[src/rtl/clkstop_pkg.sv]
package clkstop_pkg;

    // Stages of every request synchronizer.
    localparam int SYNC_DEPTH = 2;

    typedef enum logic {
        GATE_PARKED  = 1'b0,
        GATE_RUNNING = 1'b1
    } gate_state_e;

    // Requests seen by one gate at a decision point, already synchronized.
    typedef struct packed {
        logic pd;
        logic stop;
    } gate_req_t;

    // The next run/park state. It is applied only at a high-to-low source boundary.
    function automatic gate_state_e gate_next(
        input gate_state_e cur,
        input gate_req_t   req,
        input logic        min_ok
    );
        if (cur == GATE_RUNNING) begin
            return (req.pd || (req.stop && min_ok)) ? GATE_PARKED : GATE_RUNNING;
        end
        return (!req.pd && !req.stop) ? GATE_RUNNING : GATE_PARKED;
    endfunction

endpackage

[src/rtl/clkstop_sync.sv]
module clkstop_sync #(
    parameter int STAGES  = 2,
    parameter bit RST_VAL = 1'b0
) (
    input  logic clk,
    input  logic rst,
    input  logic adv_i,
    input  logic d_i,
    output logic q_o
);

    logic [STAGES-1:0] pipe_q;

    always_ff @(posedge clk) begin
        if (rst) begin
            pipe_q <= {STAGES{RST_VAL}};
        end else if (adv_i) begin
            pipe_q <= {pipe_q[STAGES-2:0], d_i};
        end
    end

    assign q_o = pipe_q[STAGES-1];

endmodule

[src/rtl/clkstop_gate.sv]
module clkstop_gate
    import clkstop_pkg::*;
#(
    parameter int N_OUT    = 1,
    parameter int MIN_RUN  = 0,
    parameter bit HAS_STOP = 1'b1,
    parameter bit HAS_COMP = 1'b0
) (
    input  logic             clk,
    input  logic             rst,
    input  logic             src_i,
    input  logic             stop_n_i,
    input  logic             pd_i,
    input  logic [N_OUT-1:0] en_i,
    output logic [N_OUT-1:0] out_o,
    output logic [N_OUT-1:0] comp_o,
    output logic             parked_o
);

    localparam int             CW   = $clog2(MIN_RUN + 2);
    localparam logic [CW-1:0]  LAST = CW'((MIN_RUN > 0) ? MIN_RUN - 1 : 0);

    logic             s1_q;
    logic             rise_w;
    logic             fall_w;
    logic             stop_w;
    logic             run_w;
    logic             min_ok_w;
    gate_state_e      state_q;
    logic [CW-1:0]    cnt_q;
    logic [N_OUT-1:0] en_q;
    gate_req_t        req_w;

    assign rise_w   = src_i & ~s1_q;
    assign fall_w   = ~src_i & s1_q;
    assign run_w    = (state_q == GATE_RUNNING);
    assign min_ok_w = (cnt_q >= LAST);
    assign req_w    = '{pd: pd_i, stop: stop_w};
    assign parked_o = ~run_w;

    // Stop synchronizer, clocked by rising edges of this group's own source.
    generate
        if (HAS_STOP) begin : g_stop
            clkstop_sync #(.STAGES(SYNC_DEPTH), .RST_VAL(1'b0)) u_stop_sync (
                .clk   (clk),
                .rst   (rst),
                .adv_i (rise_w),
                .d_i   (~stop_n_i),
                .q_o   (stop_w)
            );
        end else begin : g_free
            assign stop_w = 1'b0 & ~stop_n_i;
        end
    endgenerate

    always_ff @(posedge clk) begin
        if (rst) begin
            s1_q    <= 1'b0;
            state_q <= GATE_PARKED;
            cnt_q   <= '0;
            en_q    <= '0;
            out_o   <= '0;
            comp_o  <= '0;
        end else begin
            s1_q <= src_i;
            if (fall_w) begin
                state_q <= gate_next(state_q, req_w, min_ok_w);
                en_q    <= en_i;
                if (!run_w) begin
                    cnt_q <= '0;
                end else if (!min_ok_w) begin
                    cnt_q <= cnt_q + 1'b1;
                end
            end
            out_o  <= {N_OUT{s1_q & run_w}} & en_q;
            comp_o <= HAS_COMP ? ({N_OUT{~s1_q & run_w}} & en_q) : '0;
        end
    end

    AST_GATE_AT_FALL: assert property (@(posedge clk) disable iff (rst)
        (state_q != $past(state_q)) |-> ($past(s1_q) && !$past(src_i)));

    AST_MIN_RUN_HELD: assert property (@(posedge clk) disable iff (rst)
        ($fell(run_w) && !$past(pd_i)) |-> ($past(cnt_q) == LAST));

    AST_PD_PARKS: assert property (@(posedge clk) disable iff (rst)
        (pd_i && fall_w) |=> !run_w);

    AST_EN_HOLDS_LOW: assert property (@(posedge clk) disable iff (rst)
        (en_q != '1) |=> ((out_o & ~$past(en_q)) == '0));

endmodule

[src/rtl/clkstop_ctrl.sv]
module clkstop_ctrl
    import clkstop_pkg::*;
#(
    parameter int N_PCI       = 10,
    parameter int N_AGP       = 3,
    parameter int N_REF       = 3,
    parameter int PCI_MIN_RUN = 10
) (
    input  logic             clk,
    input  logic             rst,
    input  logic             cpu_src,
    input  logic             pci_src,
    input  logic             agp_src,
    input  logic             ref_src,
    input  logic             usb_src,
    input  logic             cpu_stop_n,
    input  logic             pci_stop_n,
    input  logic             agp_stop_n,
    input  logic             pd_n,
    input  logic             cpu_en,
    input  logic [N_PCI-1:0] pci_en,
    input  logic             pci_free_en,
    input  logic [N_AGP-1:0] agp_en,
    input  logic [N_REF-1:0] ref_en,
    input  logic             usb_en,
    output logic             cpu_t,
    output logic             cpu_c,
    output logic [N_PCI-1:0] pci_clk,
    output logic             pci_free,
    output logic [N_AGP-1:0] agp_clk,
    output logic [N_REF-1:0] ref_clk,
    output logic             usb_clk,
    output logic             pd_ack
);

    localparam int N_GROUPS = 6;

    logic                pd_s;
    logic [N_GROUPS-1:0] parked_w;
    logic [N_PCI-1:0]    pci_comp_w;
    logic                pfree_comp_w;
    logic [N_AGP-1:0]    agp_comp_w;
    logic [N_REF-1:0]    ref_comp_w;
    logic                usb_comp_w;
    logic                quiet_w;

    clkstop_sync #(.STAGES(SYNC_DEPTH), .RST_VAL(1'b0)) u_pd_sync (
        .clk (clk), .rst (rst), .adv_i (1'b1), .d_i (~pd_n), .q_o (pd_s)
    );

    clkstop_gate #(.N_OUT(1), .MIN_RUN(0), .HAS_STOP(1'b1), .HAS_COMP(1'b1)) u_cpu (
        .clk (clk), .rst (rst), .src_i (cpu_src), .stop_n_i (cpu_stop_n), .pd_i (pd_s),
        .en_i (cpu_en), .out_o (cpu_t), .comp_o (cpu_c), .parked_o (parked_w[0])
    );

    clkstop_gate #(.N_OUT(N_PCI), .MIN_RUN(PCI_MIN_RUN), .HAS_STOP(1'b1), .HAS_COMP(1'b0)) u_pci (
        .clk (clk), .rst (rst), .src_i (pci_src), .stop_n_i (pci_stop_n), .pd_i (pd_s),
        .en_i (pci_en), .out_o (pci_clk), .comp_o (pci_comp_w), .parked_o (parked_w[1])
    );

    clkstop_gate #(.N_OUT(1), .MIN_RUN(0), .HAS_STOP(1'b0), .HAS_COMP(1'b0)) u_pci_free (
        .clk (clk), .rst (rst), .src_i (pci_src), .stop_n_i (pci_stop_n), .pd_i (pd_s),
        .en_i (pci_free_en), .out_o (pci_free), .comp_o (pfree_comp_w), .parked_o (parked_w[2])
    );

    clkstop_gate #(.N_OUT(N_AGP), .MIN_RUN(0), .HAS_STOP(1'b1), .HAS_COMP(1'b0)) u_agp (
        .clk (clk), .rst (rst), .src_i (agp_src), .stop_n_i (agp_stop_n), .pd_i (pd_s),
        .en_i (agp_en), .out_o (agp_clk), .comp_o (agp_comp_w), .parked_o (parked_w[3])
    );

    clkstop_gate #(.N_OUT(N_REF), .MIN_RUN(0), .HAS_STOP(1'b0), .HAS_COMP(1'b0)) u_ref (
        .clk (clk), .rst (rst), .src_i (ref_src), .stop_n_i (1'b1), .pd_i (pd_s),
        .en_i (ref_en), .out_o (ref_clk), .comp_o (ref_comp_w), .parked_o (parked_w[4])
    );

    clkstop_gate #(.N_OUT(1), .MIN_RUN(0), .HAS_STOP(1'b0), .HAS_COMP(1'b0)) u_usb (
        .clk (clk), .rst (rst), .src_i (usb_src), .stop_n_i (1'b1), .pd_i (pd_s),
        .en_i (usb_en), .out_o (usb_clk), .comp_o (usb_comp_w), .parked_o (parked_w[5])
    );

    assign quiet_w = ~|{cpu_t, cpu_c, pci_clk, pci_comp_w, pci_free, pfree_comp_w,
                        agp_clk, agp_comp_w, ref_clk, ref_comp_w, usb_clk, usb_comp_w};

    always_ff @(posedge clk) begin
        if (rst) begin
            pd_ack <= 1'b0;
        end else begin
            pd_ack <= pd_s & (&parked_w) & quiet_w;
        end
    end

    AST_PD_ACK_QUIET: assert property (@(posedge clk) disable iff (rst)
        pd_ack |-> ({cpu_t, cpu_c, pci_clk, pci_free, agp_clk, ref_clk, usb_clk} == '0));

    AST_CPU_PAIR_EXCL: assert property (@(posedge clk) disable iff (rst)
        !(cpu_t && cpu_c));

    AST_RESET_QUIET: assert property (@(posedge clk)
        $past(rst) |-> (!pd_ack && !cpu_t && !cpu_c && (pci_clk == '0) && !pci_free));

endmodule

[config.mk]
export PLATFORM = sky130hd
export DESIGN_NAME = clkstop_ctrl
export DESIGN_NICKNAME = d
export VERILOG_FILES = /design/src/rtl/clkstop_pkg.sv /design/src/rtl/clkstop_sync.sv /design/src/rtl/clkstop_gate.sv /design/src/rtl/clkstop_ctrl.sv
export SDC_FILE = /design/constraint.sdc
export NUM_CORES = 1
export LEC_CHECK = 0
export BUFFER_PORTS_ARGS = -buffer_cell sky130_fd_sc_hd__buf_2
export CORE_MARGIN = 5
export CORE_UTILIZATION = 45
export DETAILED_ROUTE_END_ITERATION = 12
export PLACE_DENSITY = 0.78
export SKIP_LAST_GASP = 1
export SYNTH_ARGS = -nofsm -noshare
export SYNTH_HDL_FRONTEND = slang
export SYNTH_SLANG_ARGS = --single-unit
[constraint.sdc]
create_clock -name clk -period 1.3 [get_ports clk]
set_clock_uncertainty 0.1 [all_clocks]
set_input_delay 0.26 -clock clk [delete_from_list [all_inputs] [get_ports clk]]
set_output_delay 0.26 -clock clk [all_outputs]
set_load 0.01 [all_outputs]
==> results of run 1 <==
[logic make-up after synthesis]
logic type      Yosys count  share of synthesized area
simple gates            106                     0.2454
flops                    63                     0.5660
mux                      13                    0.05839
fa+ha+maj                 3                    0.01685
compound gates           27                    0.07693
buf+inv                  17                    0.03649
[final cells by class]
type | instances | share of cell area
Multi-Input combinational cell | 149 | 0.3224
Clock inverter | 3 | 0.01359
Tap cell | 67 | 0.02846
Timing Repair Buffer | 69 | 0.1410
Sequential cell | 63 | 0.4303
Inverter | 4 | 0.006797
Clock buffer | 13 | 0.05735
[cells in the final DEF, fill, tap and decap left out, drive strengths merged, types with 2 or more instances in the layout]
master	n
and2	16
mux2i	13
inv	4
a31oi	3
dfxtp	63
nand2	29
a21oi	11
nor2b	15
clkinv	2
o2111ai	2
and4b	2
nor3	2
nor2	26
nor3b	2
o21ai	2
clkbuf	13
a211oi	6
buf	68
nand4b	2
ha	3
nor4	6
[worst max-delay path: stages, from the launching register on]
cell       delay [ps]
dfxtp_2           350
inv_4              50
ha_4              150
nor3b_4           240
buf_4             160
o2111ai_2         100
a31oi_1           160
[registers in the layout, summed over array words and instances (netlist names), 2 cells and up]
name                             count
u_agp.en_q                           3
u_agp.g_stop.u_stop_sync.pipe_q      2
u_agp.out_o                          3
u_cpu.g_stop.u_stop_sync.pipe_q      2
u_pci.cnt_q                          4
u_pci.en_q                          10
u_pci.g_stop.u_stop_sync.pipe_q      2
u_pci.out_o                         10
u_pd_sync.pipe_q                     2
u_ref.en_q                           3
u_ref.out_o                          3
[power groups by stage]
| stage | logic, mW | registers (mW) | clock network, mW |
|---|---|---|---|
| 4_1_cts | 0.256 | 2.02 | 1.75 |
| 6_report | 0.264 | 2.02 | 1.73 |
| 3_5_place_dp | 0.244 | 2.06 | 0 |
| 2_1_floorplan | 0.146 | 2.05 | 0 |
| 3_3_place_gp | 0.239 | 2.06 | 0 |
| 5_1_grt | 0.289 | 2.03 | 1.85 |
[how the worst max path moves through the flow]
| stage | startpoint | end | slack (ps) | cells after the start |
|---|---|---|---|---|
| 2_1_floorplan | u_pci.cnt_q[1] | u_pci.cnt_q[2] | -30 | 5 |
| 6_report | u_pci.cnt_q[1] | u_pci.cnt_q[0] | -100 | 6 |
| 3_3_place_gp | u_pci.cnt_q[0] | u_pci.cnt_q[2] | -60 | 5 |
| 3_5_place_dp | u_pci.cnt_q[0] | u_pci.cnt_q[2] | -150 | 5 |
| 5_1_grt | u_pci.cnt_q[1] | u_pci.cnt_q[2] | -170 | 5 |
| 4_1_cts | u_pci.cnt_q[1] | u_pci.cnt_q[1] | -50 | 6 |
[repair_timing]
| item | CTS | global route |
|---|---|---|
| hold endpoints to repair | 1 | 0 |
| resized for setup | 6 | 9 |
| pin swaps | 7 | 3 |
| endpoints found under the setup margin | 3 | 7 |
| setup buffers | 2 | 0 |
| hold buffers | 1 | 0 |
[per-stage QoR]
step	instances	power, mW
floorplan	229	2.199
global placement	349	2.298
detailed placement	349	2.306
CTS	368	4.026
global route	368	4.166
finish	368	4.012
[routing by layer]
| layer | wire length, um | part of all wire |
|---|---|---|
| met1 | 2057 | 0.43 |
| met2 | 2481 | 0.51 |
| met3 | 233 | 0.048 |
| met4 | 63 | 0.013 |
| met5 | 0 | 0 |
==> results.md, run 1 <==
- For the pin with the worst max-slew slack, the measured transition is 350.7 ps.
- The flow ran to the end, but the final reports show violations.
- In the final layout, the share of cells above drive strength 1 is 0.3189.
- The classification of the worst-slack hold path is input pin to flop.
- The worst register-to-register path ends at u_pci.cnt_q[0].
- The distinct cell type count after synthesis is 32.
- The async set or reset register ratio after synthesis is 0.
- The die boundary width is 80.37 um.
- The wire length of the first global-routing pass is 7.659 mm.
- The share of total power dissipated in the clock network is 0.431.
- The largest net degree at the start of global routing is 26.
- Dividing the detail-routed via count by the number of cells gives 4.791.
- The most used standard cell by instance count after synthesis is dfxtp_1.
- In this run the static leakage power is 1.256 nW.
- The share of the Yosys chip area taken by registers is 0.5660.
- The storage element area is 0.001267 sq mm.
- For the final routed database, the setup TNS stands at -297.9 ps.
- For this block, the via count after detailed routing is 1,763.
- The final count of negative-setup-slack endpoints is 4.
- The clock tree from TritonCTS is done.
- The CTS clock-pin slew for the worst setup and hold paths is 70 ps.
- The count of filler cells inserted in the layout is 395.
- IR analysis of the VDD net gives a maximum drop of 951.2 uV.
- The diode insertion count for antenna repair is 0.
- Input and output buffers added on the ports amount to 50.
- For this configuration, the core starts out at a cell density of 0.4687.
- At the end of routability-driven placement, the weighted congestion stood at about 0.78.
- STA puts the critical path data arrival time at 1550 ps.
- The flip-flop and latch count after synthesis is 63.
- The number of global-route vias before repair came to 1,713.
- The kind of start point of the critical path is a flop.
- The average wire per cell in the routed design is 13.14 um.
- The worst slack at placement is -146.2 ps.
- The worst-case clock buffer depth is 2.
- At the worst endpoint, the required time is 1450 ps.
- Relative to the synthesized area, the layout overhead comes to 32.17%.
- Once placement finished, the instance area stood at 0.002650 sq mm.
- The type of the setup path with the least slack is flop to flop.
- Of the total power, the share spent switching nets is 0.2131.
- The startpoint identified for the worst register-to-register timing path is u_pci.cnt_q[1].
- The final critical-path setup slack is -102.8 ps.
- The initial antenna violation count is 0.
- The area of combinational cells with multiple inputs is 949.7 sq um.
- The source of the worst hold timing path is pci_stop_n.
- The part of the cycle the worst path needs is 1.079.
- Yosys attributes the largest share of cell area to dfxtp_1, mux2i_1, nand2_1.
- The highest clock rate is 712.9 MHz.
- The share of total power dissipated in sequential elements is 0.504.
- Summed over all instances, the cell type with the most area after synthesis is dfxtp_1.
- The met1 usage in global routing is 0.1813.
- The hold violation count in the final report is 0.
- The wire length after detailed routing is 4.836 mm.
- The largest fanout of any net on the critical path is 3.
- The number of pins exceeding their max-slew limit in the final report is 0.
- Once detail routing completed, the nets flagged for antenna violations numbered 0.
- The detailed-placement wirelength estimate is 3.352 mm.
- Final hold analysis gives a worst-case slack of 10.14 ps.
- After detailed routing, the number of remaining DRC violations is 0.
- The met2 global-route usage is 0.2674.
- The layout net count is 329.
- The number of standard cells after synthesis is ~230.
- The layer flagged by global routing as most heavily used is met2.
- For this design the ratio of total power to cell area is 1362 mW/mm^2.
- The relative contribution of combinational cells to total power is 0.066.
- By count the netlist is led by dfxtp_1, nand2_1, nor2_1, and2_1, nor2b_1.
- between 50 and 60 I/O pins were placed.
- The share of synthesized area in the top cell type comes to 0.5660.
- The tool flagged a number of max-cap violations equal to 0.
- The summed instance area of the synthesized netlist is about 0.0022 sq mm.
- The number of H-tree branching levels is 3.
- The area of the die is about 0.0065 sq mm.
- In this run the tightest slew margin relative to its limit is 0.7640.
- The reported net switching power is ~850 uW.
- CTS placed an instance of clkbuf_8 at the clock tree root.
- The path with the worst hold slack has its endpoint at u_pci.g_stop.u_stop_sync.pipe_q[0].
- For this run, the share of the core covered by cells in the final layout is 0.6195.
- Clock latency on the worst-skew pair, taken at its later pin, is 330 ps.
- The TritonCTS buffer count is 9.
- The number of flops mapped to enable cells by yosys is 0.
- The total routing usage reported by global routing is 0.1582.
- The met3 global-route usage is 0.05381.
- The endpoint class of the critical path is a flop.
- Averaged over all synthesized cells, the footprint is 9.731 sq um.
- Setup repair after global routing could not meet its margin everywhere.
- The final instance area is 0.002945 sq mm.
- The detailed router finished its first iteration with 143 violations.
- When the netlist entered floorplanning its net count stood at 262.
- The final reports fail on negative setup slack.
- In this run the standard cell core region covers roughly 0.0048 sq mm.
- The worst hold path stage count is 2.
- The total grt overflow is 0.
- The worst reg-to-reg path cell count is 6.
- Among all flip-flop cells after synthesis, the most frequent one is dfxtp_1.
- The floorplan step set the die height to 80.37 um.
- In this run the register-to-register setup slack is -100 ps.
- Yosys printed 0 warnings.
- The final period demand of the worst path is around 1400 ps.
- The number of clock sinks is 63.
- The number of placement rows is 25.
- The internal power of the cells totals 3.157 mW.
- For this run, the detailed router's first-pass iteration total came to 5.
(Power assumes the default switching activity.)
==> inputs of run 2 (changes only) <==
--- a/config.mk
+++ b/config.mk
@@ -6,6 +6,7 @@
 export NUM_CORES = 1
 export LEC_CHECK = 0
 export BUFFER_PORTS_ARGS = -buffer_cell sky130_fd_sc_hd__buf_2
+export CORE_ASPECT_RATIO = 1.75
 export CORE_MARGIN = 5
 export CORE_UTILIZATION = 45
 export DETAILED_ROUTE_END_ITERATION = 12
==> constraint.sdc (replaced) <==
create_clock -name clk -period 1.2 [get_ports clk]
set_clock_uncertainty 0.1 [all_clocks]
set_input_delay 0.24 -clock clk [delete_from_list [all_inputs] [get_ports clk]]
set_output_delay 0.24 -clock clk [all_outputs]
set_load 0.01 [all_outputs]
==> run 2 against run 1 <==
Compared with the run above: the run still ends with negative setup slack left; hold slack better by 24 ps; clock power is 28% higher; flip-flop and latch count stayed put; routed wire length is 2.3% higher; die area is 0.86% higher; setup slack worse by 110 ps; combinational power is 11% higher; first-iteration DRC count is 65% lower; clock-buffer cell count is 4 lower; critical path type unchanged; critical endpoint is now u_pci.cnt_q[1]; largest cell class unchanged.
==> results.md, run 2 (synthesis gave the netlist of run 1 again) <==
- The flow ran to the end, but the final reports show violations.
- The checks that failed: negative setup slack.
- Setup repair after global routing could not meet its margin everywhere.
- The detailed-placement wirelength estimate is 3.535 mm.
- The initial antenna violation count is 0.
- The final weighted congestion in routability-driven placement is 0.7774.
- The fraction of final layout cells sized beyond drive strength 1 is 0.3344.
- Dividing the final minimum period by the clock period gives 1.173.
- The final instance area is ~0.0030 sq mm.
- In the post-route analysis, the smallest setup slack over all paths is -207.8 ps.
- In this run the clock root is driven by a clkbuf_8.
- Setup violations remaining at the end of the flow were counted as 4.
- The total routing usage reported by global routing is 0.1570.
- In the routed design, unresolved DRC markers number 0.
- The number of global-route vias before repair is between 1,500 and 2,000.
- The number of pins exceeding their max-slew limit in the final report is 0.
- Clock tree synthesis found a total of 63 sinks.
- The area of the placeable core is slightly below 0.005 sq mm.
- The classification of the worst-slack hold path is input pin to flop.
- The TritonCTS buffer count is 9.
- The number of vias in the routed layout is 1,841.
- The worst slew margin relative to its limit is 0.7625.
- The post-route total power is 4.688 mW.
- The initial core utilization is 0.4555.
- For this run the aggregate overflow at the end of global routing stands at 0.
- Static timing analysis puts the maximum clock frequency at roughly 710 MHz.
- STA puts the critical path data required time at 1360 ps.
- Of all nets on the critical path, the largest fanout is 4.
- The largest net degree at the start of global routing is 19.
- The I/O pin count is 51.
- The final period demand of the worst path is 1408 ps.
- The worst supply voltage drop on vdd is 1498 uV.
- The wire length of the first global-routing pass is roughly 7.9 mm.
- In the final routed layout, each cell accounts on average for 13.66 um.
- The growth of design area from synthesis to finish is 34.76%.
- Leaving out fill and tap cells, the most frequent cells in the layout are dfxtp_1, buf_2, nand2_1.
- The transition at the pin with the smallest max-transition slack is approximately 350 ps.
- For this run, the share of the core covered by cells in the final layout is 0.6138.
- The endpoint class of the critical path is a flop.
- The repair_antennas step left the layout with diodes totalling 0.
- The count of nets left with antenna violations once routing finished came out at 0.
- In the final layout, the registers with the most flip-flops are u_pci.en_q (10), u_pci.out_o (10), u_pci.cnt_q (4).
- Data on the critical path arrives at its endpoint at 1570 ps.
- The die boundary width is ~63 um.
- The total negative setup slack is -718.2 ps.
- The clock network latency to the later pin of the worst-skew pair is 340 ps.
- The clock tree from TritonCTS is done.
- The worst-case clock buffer depth is 2.
- The net count of the finished layout is 336.
- The worst setup path is launched from a flop.
- Clock-pin slew was measured on the worst setup and hold paths at 70 ps.
- The first detailed-routing pass ran for 4 iterations.
- The initialized floorplan defines 34 standard-cell rows.
- In this run, the number of DRC markers left after iteration 0 of detailed routing was 50.
- The number of H-tree branching levels is 3.
- The count of buffers from port buffering is 50.
- The power per cell area is 1561 mW/mm^2.
- The layout has roughly 410 filler cells.
- The instance area after placement is about 0.0027 sq mm.
- The type of the setup path with the least slack is flop to flop.
- The via-per-instance ratio is 5.086.
- The die extent in y is 103.1 um.
- The analysis attributes to cell leakage a power of 1.294 nW.
- The tool flagged a number of max-cap violations equal to 0.
- The area of the die is around 0.0065 sq mm.
- The hold violation count in the final report is 0.
- The wire length after detailed routing is 4.946 mm.
- The leading cell type in the layout, fill and taps excluded is dfxtp_1.
==> run 2: cell count changes in the layout (fill, tap and decap cells not counted), sizes merged <==
cell / before / now
dlygate4sd3: 1 / 4
clkbuf: 13 / 9
clkinvlp: 0 / 1
bufinv: 1 / 3
inv: 4 / 5
buf: 68 / 72
==> run 2: metal layers <==
| layer | up-vias | GRT usage | share of wire |
|---|---|---|---|
| met4 | 0 | 0.08480 | 0.025 |
| met2 | 38 | 0.2814 | 0.55 |
| met1 | 863 | 0.1581 | 0.38 |
| met3 | 13 | 0.05453 | 0.045 |
| li1 | 927 | - | - |
| met5 | - | 0 | 0 |
==> run 2: worst max-delay path, stage by stage, from the launching register on <==
cell	delay, ps
dfxtp_2	350
inv_4	50
ha_4	160
nor3b_4	250
buf_4	170
o2111ai_2	100
a31oi_1	160
==> run 2: final cells by class <==
cell class                      count  area [sq um]  area share
Sequential cell                    63          1274      0.4242
Multi-Input combinational cell    149         929.6      0.3096
Timing Repair Buffer               76         467.9      0.1558
Clock buffer                        9         123.9     0.04125
Clock inverter                      7         120.1     0.04000
Tap cell                           54         67.56     0.02250
Inverter                            4         20.02    0.006667
==> run 2: path summary, 6_finish.rpt <==
check / from / end / slack, ps / cells after the start
setup / recovery: u_pci.cnt_q[1] / u_pci.cnt_q[1] / -210 / 6
hold / removal: usb_src / u_usb.s1_q / 30 / 2
setup reg to reg: u_pci.cnt_q[1] / u_pci.cnt_q[1] / -210 / 6
hold reg to reg: u_pci.en_q[5] / u_pci.en_q[5] / 350 / 2
==> run 2: where the power goes <==
group	leakage, nW	internal (mW)	switching, mW	total, mW
sequential	0.517	2.15	0.0358	2.19
clock	0.120	1.39	0.823	2.21
combinational	0.658	0.153	0.141	0.293
==> run 2: what timing repair did <==
item / in CTS / in global routing
hold buffers: 4 / 0
endpoints found under the setup margin: 5 / 11
buffers inserted: 1 / 2
gates resized for setup: 4 / 8
hold endpoints to repair: 4 / 0
gates cloned: 0 / 0
pin swaps: 4 / 4
==> run 2: metrics by stage <==
stage | worst slack [ps] | hold WS (ps) | cells
after floorplan | -126.7 | 212.4 | 229
after global placement | -159.9 | 299.2 | 339
after detailed placement | -197.6 | 298.9 | 339
after CTS | -150.7 | 23.84 | 360
after global routing | -247.8 | 20.93 | 362
final | -207.8 | 33.79 | 362
